**config.mk**
```make
export PLATFORM = sky130hd
export DESIGN_NAME = txt_cell_render
export DESIGN_NICKNAME = d
export VERILOG_FILES = /design/src/rtl/txt_pkg.sv /design/src/rtl/txt_pipe_dly.sv /design/src/rtl/txt_addr_gen.sv /design/src/rtl/txt_glyph_stage.sv /design/src/rtl/txt_pix_out.sv /design/src/rtl/txt_cell_render.sv
export SDC_FILE = /design/constraint.sdc
export NUM_CORES = 1
export LEC_CHECK = 0
export CAP_MARGIN = 25
export CORE_UTILIZATION = 35
export CTS_CLUSTER_DIAMETER = 60
export DETAILED_ROUTE_END_ITERATION = 12
export SYNTH_ARGS = -nofsm -noshare
export SYNTH_HDL_FRONTEND = slang
export SYNTH_HIERARCHICAL = 1
export SYNTH_SLANG_ARGS = --single-unit
```
**constraint.sdc**
```tcl
create_clock -name clk -period 7 [get_ports clk]
set_input_delay 2.1 -clock clk [delete_from_list [all_inputs] [get_ports clk]]
set_output_delay 2.1 -clock clk [all_outputs]
set_load 0.02 [all_outputs]
```
**src/rtl/txt_pkg.sv**
```systemverilog
package txt_pkg;
  // Width of one colour index; an attribute byte holds two of them.
  localparam int COLOR_W = 4;
  localparam int ATTR_W  = 2 * COLOR_W;

  typedef logic [COLOR_W-1:0] color_t;

  // Attribute layout: background in the upper half, foreground in the lower.
  typedef struct packed {
    color_t bg;
    color_t fg;
  } attr_t;
endpackage

```
**src/rtl/txt_pipe_dly.sv**
```systemverilog
// Resettable delay line of N register stages, W bits wide.
module txt_pipe_dly #(
  parameter int W = 1,
  parameter int N = 1
) (
  input  logic         clk,
  input  logic         rst,
  input  logic [W-1:0] d,
  output logic [W-1:0] q
);
  for (genvar i = 0; i < N; i++) begin : g_stg
    logic [W-1:0] r;
    if (i == 0) begin : g_head
      always_ff @(posedge clk) begin
        if (rst) r <= '0;
        else     r <= d;
      end
    end else begin : g_tail
      always_ff @(posedge clk) begin
        if (rst) r <= '0;
        else     r <= g_stg[i-1].r;
      end
    end
  end

  assign q = g_stg[N-1].r;
endmodule

```
**src/rtl/txt_addr_gen.sv**
```systemverilog
// Stage 0: decode raster counters into a cell index and per-pixel side data.
module txt_addr_gen #(
  parameter int COLS_N  = 40,
  parameter int COLS_W  = 80,
  parameter int ROWS    = 25,
  parameter int CELL_W  = 8,
  parameter int CELL_H  = 8,
  parameter int X_W     = 10,
  parameter int Y_W     = 10,
  parameter int BIT_W   = 3,
  parameter int LINE_SH = 3,
  parameter int BUF_AW  = 11,
  parameter int COL_W   = 7,
  parameter int ROW_W   = 5
) (
  input  logic               clk,
  input  logic               rst,
  input  logic               wide,
  input  logic [X_W-1:0]     pix_x,
  input  logic [Y_W-1:0]     pix_y,
  input  logic [COL_W-1:0]   cur_col,
  input  logic [ROW_W-1:0]   cur_row,
  input  logic               cur_blink,
  output logic [BUF_AW-1:0]  cell_addr,
  output logic [LINE_SH-1:0] line_q,
  output logic [BIT_W-1:0]   bit_q,
  output logic               act_q,
  output logic               hit_q
);
  localparam logic [X_W-1:0] XLIM_N = X_W'(COLS_N * CELL_W);
  localparam logic [X_W-1:0] XLIM_W = X_W'(COLS_W * CELL_W);
  localparam logic [Y_W-1:0] YLIM   = Y_W'(ROWS * CELL_H);

  logic [Y_W-1:0]    y_eff;
  logic [X_W-1:0]    col_idx;
  logic [X_W-1:0]    x_lim;
  logic [Y_W-1:0]    row_idx;
  logic [BUF_AW-1:0] cols;
  logic [BUF_AW-1:0] idx;
  logic              in_area;
  logic              on_cursor;

  always_comb begin
    // Line doubling: the wide geometry halves the line counter.
    y_eff     = wide ? (pix_y >> 1) : pix_y;
    col_idx   = pix_x >> BIT_W;
    row_idx   = y_eff >> LINE_SH;
    cols      = wide ? BUF_AW'(COLS_W) : BUF_AW'(COLS_N);
    x_lim     = wide ? XLIM_W : XLIM_N;
    in_area   = (pix_x < x_lim) && (y_eff < YLIM);
    idx       = BUF_AW'(row_idx) * cols + BUF_AW'(col_idx);
    on_cursor = cur_blink && (col_idx == X_W'(cur_col)) && (row_idx == Y_W'(cur_row));
  end

  always_ff @(posedge clk) begin
    if (rst) begin
      cell_addr <= '0;
      line_q    <= '0;
      bit_q     <= '0;
      act_q     <= 1'b0;
      hit_q     <= 1'b0;
    end else begin
      cell_addr <= idx;
      line_q    <= y_eff[LINE_SH-1:0];
      bit_q     <= pix_x[BIT_W-1:0];
      act_q     <= in_area;
      hit_q     <= on_cursor && in_area;
    end
  end
endmodule

```
**src/rtl/txt_glyph_stage.sv**
```systemverilog
// Stage 2: form the glyph address from the returned code and capture the attribute.
module txt_glyph_stage #(
  parameter int CODE_W  = 8,
  parameter int LINE_SH = 3,
  parameter int ATTR_W  = 8,
  parameter int GLY_AW  = CODE_W + LINE_SH
) (
  input  logic               clk,
  input  logic               rst,
  input  logic [CODE_W-1:0]  code,
  input  logic [LINE_SH-1:0] line,
  input  logic [ATTR_W-1:0]  attr_in,
  output logic [GLY_AW-1:0]  gly_addr,
  output logic [ATTR_W-1:0]  attr_q
);
  always_ff @(posedge clk) begin
    if (rst) begin
      gly_addr <= '0;
      attr_q   <= '0;
    end else begin
      // Cell height is a power of two: code*CELL_H + line is a concatenation.
      gly_addr <= {code, line};
      attr_q   <= attr_in;
    end
  end
endmodule

```
**src/rtl/txt_pix_out.sv**
```systemverilog
// Stage 4: pick the glyph bit and drive the registered colour index.
module txt_pix_out
  import txt_pkg::*;
#(
  parameter int CELL_W = 8,
  parameter int BIT_W  = 3
) (
  input  logic              clk,
  input  logic              rst,
  input  logic [CELL_W-1:0] gly_row,
  input  logic [BIT_W-1:0]  bit_idx,
  input  logic [ATTR_W-1:0] attr_raw,
  input  logic              act,
  input  logic              hit,
  output color_t            pix
);
  attr_t            attr;
  logic [BIT_W-1:0] sel;
  logic             lit;

  always_comb begin
    attr = attr_t'(attr_raw);
    sel  = BIT_W'(CELL_W - 1) - bit_idx;
    lit  = gly_row[sel];
  end

  always_ff @(posedge clk) begin
    if (rst)             pix <= '0;
    else if (!act)       pix <= '0;
    else if (lit ^ hit)  pix <= attr.fg;
    else                 pix <= attr.bg;
  end
endmodule

```
**src/rtl/txt_cell_render.sv**
```systemverilog
module txt_cell_render
  import txt_pkg::*;
#(
  parameter int COLS_N = 40,
  parameter int COLS_W = 80,
  parameter int ROWS   = 25,
  parameter int CELL_W = 8,
  parameter int CELL_H = 8,
  parameter int CODE_W = 8,
  parameter int X_W    = 10,
  parameter int Y_W    = 10,
  localparam int BIT_W   = $clog2(CELL_W),
  localparam int LINE_SH = $clog2(CELL_H),
  localparam int BUF_AW  = $clog2(COLS_W * ROWS),
  localparam int GLY_AW  = CODE_W + LINE_SH,
  localparam int COL_W   = $clog2(COLS_W),
  localparam int ROW_W   = $clog2(ROWS)
) (
  input  logic              clk,
  input  logic              rst,
  input  logic              wide_mode,
  input  logic [X_W-1:0]    pix_x,
  input  logic [Y_W-1:0]    pix_y,
  input  logic [COL_W-1:0]  cur_col,
  input  logic [ROW_W-1:0]  cur_row,
  input  logic              cur_blink,
  output logic [BUF_AW-1:0] cell_addr,
  input  logic [CODE_W-1:0] chr_data,
  input  logic [ATTR_W-1:0] att_data,
  output logic [GLY_AW-1:0] gly_addr,
  input  logic [CELL_W-1:0] gly_data,
  output logic [COLOR_W-1:0] pix_color
);
  localparam int SIDE_W = BIT_W + 2;

  // Stage outputs; suffix gives the cycle in which the value is valid.
  logic [LINE_SH-1:0] line_s1, line_s2;
  logic [BIT_W-1:0]   bit_s1,  bit_s4;
  logic               act_s1,  act_s4;
  logic               hit_s1,  hit_s4;
  logic [ATTR_W-1:0]  attr_s3, attr_s4;

  txt_addr_gen #(
    .COLS_N(COLS_N), .COLS_W(COLS_W), .ROWS(ROWS), .CELL_W(CELL_W), .CELL_H(CELL_H),
    .X_W(X_W), .Y_W(Y_W), .BIT_W(BIT_W), .LINE_SH(LINE_SH), .BUF_AW(BUF_AW),
    .COL_W(COL_W), .ROW_W(ROW_W)
  ) u_addr (
    .clk(clk), .rst(rst), .wide(wide_mode), .pix_x(pix_x), .pix_y(pix_y),
    .cur_col(cur_col), .cur_row(cur_row), .cur_blink(cur_blink),
    .cell_addr(cell_addr), .line_q(line_s1), .bit_q(bit_s1),
    .act_q(act_s1), .hit_q(hit_s1)
  );

  // Bitmap row waits one cycle for the code read.
  txt_pipe_dly #(.W(LINE_SH), .N(1)) u_line_dly (
    .clk(clk), .rst(rst), .d(line_s1), .q(line_s2)
  );

  // Pixel position and flags wait for both reads.
  txt_pipe_dly #(.W(SIDE_W), .N(3)) u_side_dly (
    .clk(clk), .rst(rst),
    .d({bit_s1, act_s1, hit_s1}),
    .q({bit_s4, act_s4, hit_s4})
  );

  txt_glyph_stage #(
    .CODE_W(CODE_W), .LINE_SH(LINE_SH), .ATTR_W(ATTR_W), .GLY_AW(GLY_AW)
  ) u_glyph (
    .clk(clk), .rst(rst), .code(chr_data), .line(line_s2),
    .attr_in(att_data), .gly_addr(gly_addr), .attr_q(attr_s3)
  );

  // Attribute waits for the glyph read.
  txt_pipe_dly #(.W(ATTR_W), .N(1)) u_attr_dly (
    .clk(clk), .rst(rst), .d(attr_s3), .q(attr_s4)
  );

  txt_pix_out #(.CELL_W(CELL_W), .BIT_W(BIT_W)) u_pix (
    .clk(clk), .rst(rst), .gly_row(gly_data), .bit_idx(bit_s4),
    .attr_raw(attr_s4), .act(act_s4), .hit(hit_s4), .pix(pix_color)
  );
endmodule

```
# Word-level counts from Yosys, hierarchy flattened
# Index checks and enable logic that the tools add are counted.
dict set report totals {
  reg_bits 68
  out_inout_bits 26
}
dict set report op_classes {
  add_sub_neg 2
  n_mul 1
  order_cmp 3
  eq_ne 2
  n_mux 6
  n_bitwise 2
  reduce_logical 5
}
# cell n
set op_table {}
lappend op_table {{10-bit 2-to-1 mux} 2}
lappend op_table {{11-bit by 7-bit adder with 11-bit output} 1}
lappend op_table {{7-bit by 11-bit multiplier with 11-bit output} 1}
lappend op_table {{10-bit less-than comparator} 1}
lappend op_table {{10-bit by 8-bit less-than comparator with 1-bit output, second input constant} 1}
lappend op_table {{7-bit by 5-bit == test with 1-bit output} 1}
lappend op_table {{7-bit == test} 1}
lappend op_table {{7-bit 2-to-1 mux} 1}
lappend op_table {{1-bit logical AND} 4}
lappend op_table {{3-bit by 4-bit less-than comparator with 1-bit output, second input constant} 1}
lappend op_table {{4-bit 2-to-1 mux} 1}
lappend op_table {{1-bit binary-select mux with 3-bit select} 1}
lappend op_table {{3-bit subtractor, first input constant} 1}
lappend op_table {{2-bit OR reduction} 1}
lappend op_table {{1-bit 2-to-1 mux} 1}
lappend op_table {{1-bit inverter} 1}
lappend op_table {{1-bit bitwise XOR} 1}

# Depth between registers and ports, before layout
# Gate-level depths: netlist of run 1.
dict set report logic_depth {
  depth_word 5
  depth_mapped 15
  mapped_depth_nobuf 13
}

# By module
# The synthesis of run 1 kept the hierarchy.
# mod n_inst cells_per_inst area_each_um2 seq_area_each_um2
set modules_own_cells {}
lappend modules_own_cells {txt_addr_gen 1 159 1493.9 380.4}
lappend modules_own_cells {txt_glyph_stage 1 39 516.7 380.4}
lappend modules_own_cells {{txt_pipe_dly (u_side_dly)} 1 31 432.9 300.3}
lappend modules_own_cells {txt_pix_out 1 39 336.6 80.1}
lappend modules_own_cells {{txt_pipe_dly (u_attr_dly)} 1 16 210.2 160.2}
lappend modules_own_cells {{txt_pipe_dly (u_line_dly)} 1 6 78.8 60.1}

# Worst setup path after synthesis of run 1
# OpenSTA, ideal clock, no wires.
dict set report synth_timing {
  path_type {input to register}
  startpoint {in wide_mode}
  endpoint {reg u_addr.cell_addr[10]}
  arrival_ps 5360
  required_time_ps 6941
  path_slack_ps 1580
  stages 14
  cell_sequence {buf_4 -> clkbuf_1 -> and2_1 -> ha_1 -> inv_1 -> fa_1 -> fa_1 -> inv_1 -> ha_1 -> ha_1 -> a211oi_1 -> o21a_1 -> or4_1 -> nand2_1}
}
dict set report synth_between {
  elab_chain_cells 3
  word_cells_on_any_way 4
  classes_between {1 x add/sub; 1 x mul; 2 x mux}
}
# item line
set synth_lines {}
lappend synth_lines {{from (decl)} txt_cell_render.sv:21} ;# input logic wide_mode,
lappend synth_lines {{10-bit 2-to-1 mux or 7-bit 2-to-1 mux (tied branches)} {txt_addr_gen.sv:45, txt_addr_gen.sv:48}}
lappend synth_lines {{7-bit by 11-bit multiplier with 11-bit output *} txt_addr_gen.sv:51} ;# idx = BUF_AW'(row_idx) * cols + BUF_AW'(col_idx);
lappend synth_lines {{11-bit by 7-bit adder with 11-bit output *} txt_addr_gen.sv:51}
lappend synth_lines {{to (signal assigned)} txt_addr_gen.sv:63} ;# cell_addr <= idx;
lappend synth_lines {{to (decl)} txt_addr_gen.sv:24} ;# output logic [BUF_AW-1:0] cell_addr,
# Mark *: on every way between the ends. The rest lies on a longest branch, timed or not.
# A chain may end at the register's enable or synchronous reset.

# Worst setup path in the final report of run 1
# Ends and elaborated chain as after synthesis.

==> reports/results.ini, run 1 <==
[clock_network]
cts_tree=built
clkLatencyLatePin_ps=330
cts_sinks=68
cts-resized-gates=0
cts_buffer_depth=2
clk_pin_slew_ps=70
cts_buffers=9
clockRootBuffer=clkbuf_8
cts_setup_buffers=0
h-tree-depth=3
ctsHoldBuffers=0

[synthesis]
synth-edff-count=0
synth.top_cell.area_share=0.444
avgSynthCellArea_sq_um=10.6
synth_common_cells=dfxtp_1 (68), nor2b_1 (37), ha_1 (24)
postSynthCellCount=290
synth_cell_types=37
synthArstFlopShare=0
yosys.area.top_type=dfxtp_1
netlist_top_cells_area=dfxtp_1 (44%), ha_1 (9.8%), nor2b_1 (7.5%)
yosysMostFrequentCell=dfxtp_1
syn_area_sq_um=3070
synth_warnings=6
syn_nets=381
synth_flop_cell=dfxtp_1
yosysSeqAreaShare=0.444
ys_ff_latch=68

[pwr]
power-per-cell-area_nw_per_um2=218
seqPwrFrac=0.463
clockPowerShare=0.289
internal_power_uw=660
p_leak_uw=0.00178
vdd_drop_max_uv=77.3
switching_power_uw=246
power.total_uw=905
pwr-share-comb=0.248
p_sw_frac=0.271

[cells_and_area]
antennaDiodeCount=0
fin_util=0.499
drive_gt1_frac=0.0761
final_nets=467
area_growth_pct=35.6
nFillCells=812
instances_no_fill=486

[global_route]
antenna_found_initial=0
grt_pass1_wl_microns=9360
grt_util_all_layers=0.136
grt_start_max_net_pins=51
gr-total-overflow=0
grt_pass1_vias=2164

[timing]
finalHoldViolCount=0
drv_slew=0
fin_ws_ps=1600
fin_setup_tns_ps=0
max_freq_mhz=185
rsz0062_at_grt=no
period_minus_slack_ps=5400
finalSetupViolations=0
period_share=0.771
finClkSkew_ps=9.02

[die]
core_sq_um=8340
die_w_microns=95.6
ios=86
die_h_microns=95.6
start_util=0.368
rows=33
dieArea_sq_um=9150

[drt]
drc=0
totalWireLength_microns=5580
wl_per_cell_microns=11.5
viasPerCell=4.47
dr.pass1.iters=4
drtAntennaViolNets=0
drtIter0Drc=55
num_vias=2173

[worst_setup_path]
slowest_stage=clkdlybuf4s50_1
arrival_ps=5680
crit_required_ps=7280
critical-path-top-delay-family=adder cells
cp_cell_sequence=clkdlybuf4s50_1 > inv_1 > nor2_1 > ha_1 > inv_1 > fa_1 > inv_1 > ha_1 > ha_1 > ha_1 > o21ai_0 > o21a_1 > or4_1 > nand2_1
cp_common_cell=ha_1
slowest_delay_ps=540
criticalPathCategory=input port to flop
ff2ff_setup_slack_ps=5380
crit_buf_inv=4
start_kind=input port
end_kind=flop
critPathMaxFanout=9

[status]
run_status=complete, no violations

[hold_path]
hold_class=flop to flop

[placed_design]
placed_cells_incl_taps=470
gp_congestion=0.827
place_ws_ps=1260
port_buffers=85
post-dp-hpwl_microns=4330

[run]
cap_violations=0

[cell families after synthesis]
group	synth area share
adders and majority gates	0.143
other	0.00245
and+or+nand+nor	0.210
AOI/OAI and AO/OA	0.0550
buffers and inverters	0.0416
xor gates and xnor gates	0.0587
DFF	0.444
muxes	0.0448
[area by class of cell]
cell class / instances / area [sq um] / share of cell area
multi-input combinational: 192 / 1580 / 0.380
inverter: 18 / 67.6 / 0.0162
sequential: 68 / 1360 / 0.327
clock buffer: 11 / 131 / 0.0316
tap: 105 / 131 / 0.0316
clock inverter: 5 / 28.8 / 0.00692
timing repair buffer: 87 / 861 / 0.207
[cells in the final DEF, fill, tap and decap left out, types with 3 or more instances in the layout]
master,Yosys,routed
and2b_1,10,10
clkinv_2,0,4
xor2_1,5,5
fa_1,7,7
nand2b_1,11,11
inv_1,18,18
nor2b_2,7,7
a211oi_1,3,3
nor2b_1,37,37
nor2_1,10,10
nand2_1,18,18
ha_1,24,24
a211o_1,8,8
o21ai_0,4,4
mux2i_1,7,7
xnor2_1,13,13
and2b_2,3,3
dfxtp_1,68,68
clkdlybuf4s50_1,0,84
clkbuf_8,0,9
[registers in the layout (all words and copies together) (netlist names)]
| signal | count |
|---|---|
| u_addr/cell_addr | 11 |
| u_side_dly/g_stg.r | 10 |
| u_line_dly/q | 3 |
| u_side_dly/q | 5 |
| u_addr/line_q | 3 |
| u_addr/bit_q | 3 |
| u_glyph/gly_addr | 11 |
| u_pix/pix | 4 |
| u_addr/hit_q | 1 |
| u_addr/act_q | 1 |
| u_attr_dly/q | 8 |
| u_glyph/attr_q | 8 |
[through the flow]
step	area, sq um	hold slack (ps)
after floorplan	3070	411
after global placement	4000	414
after detailed placement	4000	422
after CTS	4160	436
after global routing	4160	448
final	4160	432
[power by group through the flow]
stage	registers (uW)	logic (uW)	clock network, uW
floorplan	449	110	0
global placement	427	224	0
detailed placement	428	226	0
CTS	419	227	278
global route	422	248	293
finish	419	224	262
[final timing paths]
| kind | from | endpoint | depth (start not counted) |
|---|---|---|---|
| worst min-delay path | u_side_dly/g_stg[0].r[4]$_SDFF_PP0_ | u_side_dly/g_stg[1].r[4]$_SDFF_PP0_ | 1 |
| worst max register to register | u_side_dly/q[2]$_SDFF_PP0_ | u_pix/pix[2]$_SDFF_PP0_ | 4 |
| worst min register to register | u_side_dly/g_stg[0].r[4]$_SDFF_PP0_ | u_side_dly/g_stg[1].r[4]$_SDFF_PP0_ | 1 |
| worst max-delay path | wide_mode | u_addr/cell_addr[10]$_SDFF_PP0_ | 14 |
[layer usage]
metal,GRT usage,wire [microns],vias up
met3,0.0415,408,11
met5,0,0,-
met1,0.160,2460,973
met2,0.221,2590,77
li1,-,-,1112
met4,0.0734,121,0
(Power assumes the default switching activity.)
==> run 2, diff against run 1 <==
Clock period 7 ns to 4.6 ns, I/O delays scaled along.
==> reports/results.ini, run 2 (synthesis gave the netlist of run 1 again) <==
[pwr]
clockPowerShare=0.371  ; was 0.289
internal_power_uw=1210  ; was 660 uW
power.total_uw=1600  ; was 905 uW
p_sw_frac=0.245  ; was 0.271
seqPwrFrac=0.398  ; was 0.463
pwr-share-comb=0.231  ; was 0.248
p_leak_uw=0.00189  ; was 0.00178 uW
switching_power_uw=392  ; was 246 uW
vdd_drop_max_uv=150  ; was 77.3 uV
power-per-cell-area_nw_per_um2=365  ; was 218 nW/um^2

[worst_setup_path]
end_kind=flop  ; unchanged
critical-path-top-delay-family=adder cells  ; unchanged
cp_cell_sequence=clkdlybuf4s50_1 > and2_1 > ha_1 > inv_1 > fa_1 > fa_1 > inv_1 > ha_4 > ha_1 > a211oi_1 > o21a_1 > or4_1 > nand2_1  ; was clkdlybuf4s50_1 > inv_1 > nor2_1 > ha_1 > inv_1 > fa_1 > inv_1 > ha_1 > ha_1 > ha_1 > o21ai_0 > o21a_1 > or4_1 > nand2_1
arrival_ps=4690  ; was 5680 ps
slowest_delay_ps=510  ; was 540 ps
slowest_stage=fa_1  ; was clkdlybuf4s50_1
start_kind=input port  ; unchanged
crit_required_ps=4880  ; was 7280 ps
rr_worst_depth=4  ; unchanged
crit_buf_inv=3  ; was 4
criticalPathCategory=input port to flop  ; unchanged
critPathMaxFanout=2  ; was 9
cp.depth=13  ; was 14

[cells_and_area]
final_cell_mix=clkdlybuf4s50_1 (84), dfxtp_1 (68), nor2b_1 (37)  ; unchanged
fin_util=0.526  ; was 0.499
final_nets=483  ; was 467
instances_no_fill=502  ; was 486
antennaDiodeCount=0  ; unchanged
layout_commonest_cell=clkdlybuf4s50_1  ; unchanged
reg_top3=u_addr/cell_addr (11), u_glyph/gly_addr (11), u_side_dly/g_stg.r (10)  ; unchanged
stdcell_area_sq_um=4380  ; was 4160 sq um
nFillCells=766  ; was 812
area_growth_pct=42.8  ; was 35.6%
drive_gt1_frac=0.121  ; was 0.0761

[drt]
wl_met2_microns=2750  ; was 2590 microns
topRoutingLayerUsed=met4  ; unchanged
wl_met1_microns=2540  ; was 2460 microns
num_vias=2193  ; was 2173
drtIter0Drc=49  ; was 55
wl_met3_microns=313  ; was 408 microns
viasPerCell=4.37  ; was 4.47
wl_per_cell_microns=11.4  ; was 11.5 microns
drc=0  ; unchanged
drtAntennaViolNets=0  ; unchanged
dr.pass1.iters=4  ; unchanged
totalWireLength_microns=5700  ; was 5580 microns

[timing]
period_share=0.960
period_minus_slack_ps=4420
max_freq_mhz=226
rsz0062_at_grt=no  ; unchanged
fin_ws_ps=185  ; was 1600 ps
finalHoldViolCount=0  ; unchanged
finClkSkew_ps=8.15  ; was 9.02 ps
drv_slew=0  ; unchanged
finalSetupViolations=0  ; unchanged
tightest_slew_ps=525
slew_headroom=0.650

[placed_design]
placed_cells_incl_taps=486  ; was 470
port_buffers=85  ; unchanged
place_ws_ps=-186  ; was 1260 ps
post-dp-hpwl_microns=4450  ; was 4330 microns
placed_area_sq_um=4130  ; was 4000 sq um
gp_congestion=0.856  ; was 0.827

[clock_network]
cts_sinks=68  ; unchanged
clk_pin_slew_ps=70  ; about the same
h-tree-depth=3  ; unchanged
cts_setup_buffers=0  ; unchanged
clkLatencyLatePin_ps=330  ; about the same
clockRootBuffer=clkbuf_8  ; unchanged
cts_buffer_depth=2  ; unchanged
cts_buffers=9  ; unchanged
ctsHoldBuffers=0  ; unchanged
cts-resized-gates=0  ; unchanged
cts_tree=built  ; unchanged

[global_route]
grt_util_all_layers=0.136  ; about the same
gr-total-overflow=0  ; unchanged
grt_start_max_net_pins=34  ; was 51
grt_pass1_wl_microns=9400  ; was 9360 microns
antenna_found_initial=0  ; unchanged
grt_pass1_vias=2071  ; was 2164

[hold_path]
hold_class=flop to flop  ; unchanged
worstHoldPathCells=1  ; unchanged

[die]
die_w_microns=95.6  ; unchanged
start_util=0.368  ; unchanged
core_sq_um=8340  ; unchanged
ios=86  ; unchanged
die_h_microns=95.6  ; unchanged
rows=33  ; unchanged
dieArea_sq_um=9150  ; unchanged

[status]
run_status=complete, no violations  ; unchanged

[run]
cap_violations=0  ; unchanged

[run 2: stage by stage]
stage | setup TNS [ps] | hold WS [ps]
2_1_floorplan | 0 | 411
3_3_place_gp | -270 | 417
3_5_place_dp | -322 | 420
4_1_cts | 0 | 436
5_1_grt | 0 | 443
6_report | 0 | 431
[run 2: worst reg2reg max path: cells and delay by family, from the launching register on]
kind / cells / cell delay, ps
AND/OR/NAND/NOR: 1 / 50
flip-flops: 1 / 360
AO/OA/AOI/OAI: 1 / 150
multiplexers: 2 / 980
[run 2: final cells by class]
type	count	area (sq um)	area share
flip-flops and latches	68	1360	0.311
repair buffers	103	981	0.224
inverters	18	67.6	0.0154
well taps	105	131	0.0300
clock buffers	10	138	0.0314
multi-input cells	192	1590	0.363
clock inverters	6	111	0.0254
[run 2: layer usage]
metal	vias to the layer above	track usage
met5	-	0
met4	0	0.0522
met3	10	0.0486
met2	56	0.220
met1	984	0.164
li1	1143	-
[run 2: worst paths after layout]
path	start	end	slack [ps]
worst max-delay path	pix_y[6]	u_addr/cell_addr[10]$_SDFF_PP0_	180
worst min-delay path	u_line_dly/q[2]$_SDFF_PP0_	u_glyph/gly_addr[2]$_SDFF_PP0_	430
worst max register to register	u_side_dly/q[2]$_SDFF_PP0_	u_pix/pix[0]$_SDFF_PP0_	2950
worst min register to register	u_line_dly/q[2]$_SDFF_PP0_	u_glyph/gly_addr[2]$_SDFF_PP0_	430
[run 2: power by group through the flow]
| stage | sequential (uW) | combinational [uW] | clock (uW) |
|---|---|---|---|
| floorplan | 684 | 173 | 0 |
| global placement | 650 | 371 | 0 |
| detailed placement | 651 | 374 | 0 |
| CTS | 637 | 376 | 615 |
| global route | 641 | 416 | 646 |
| finish | 637 | 370 | 594 |
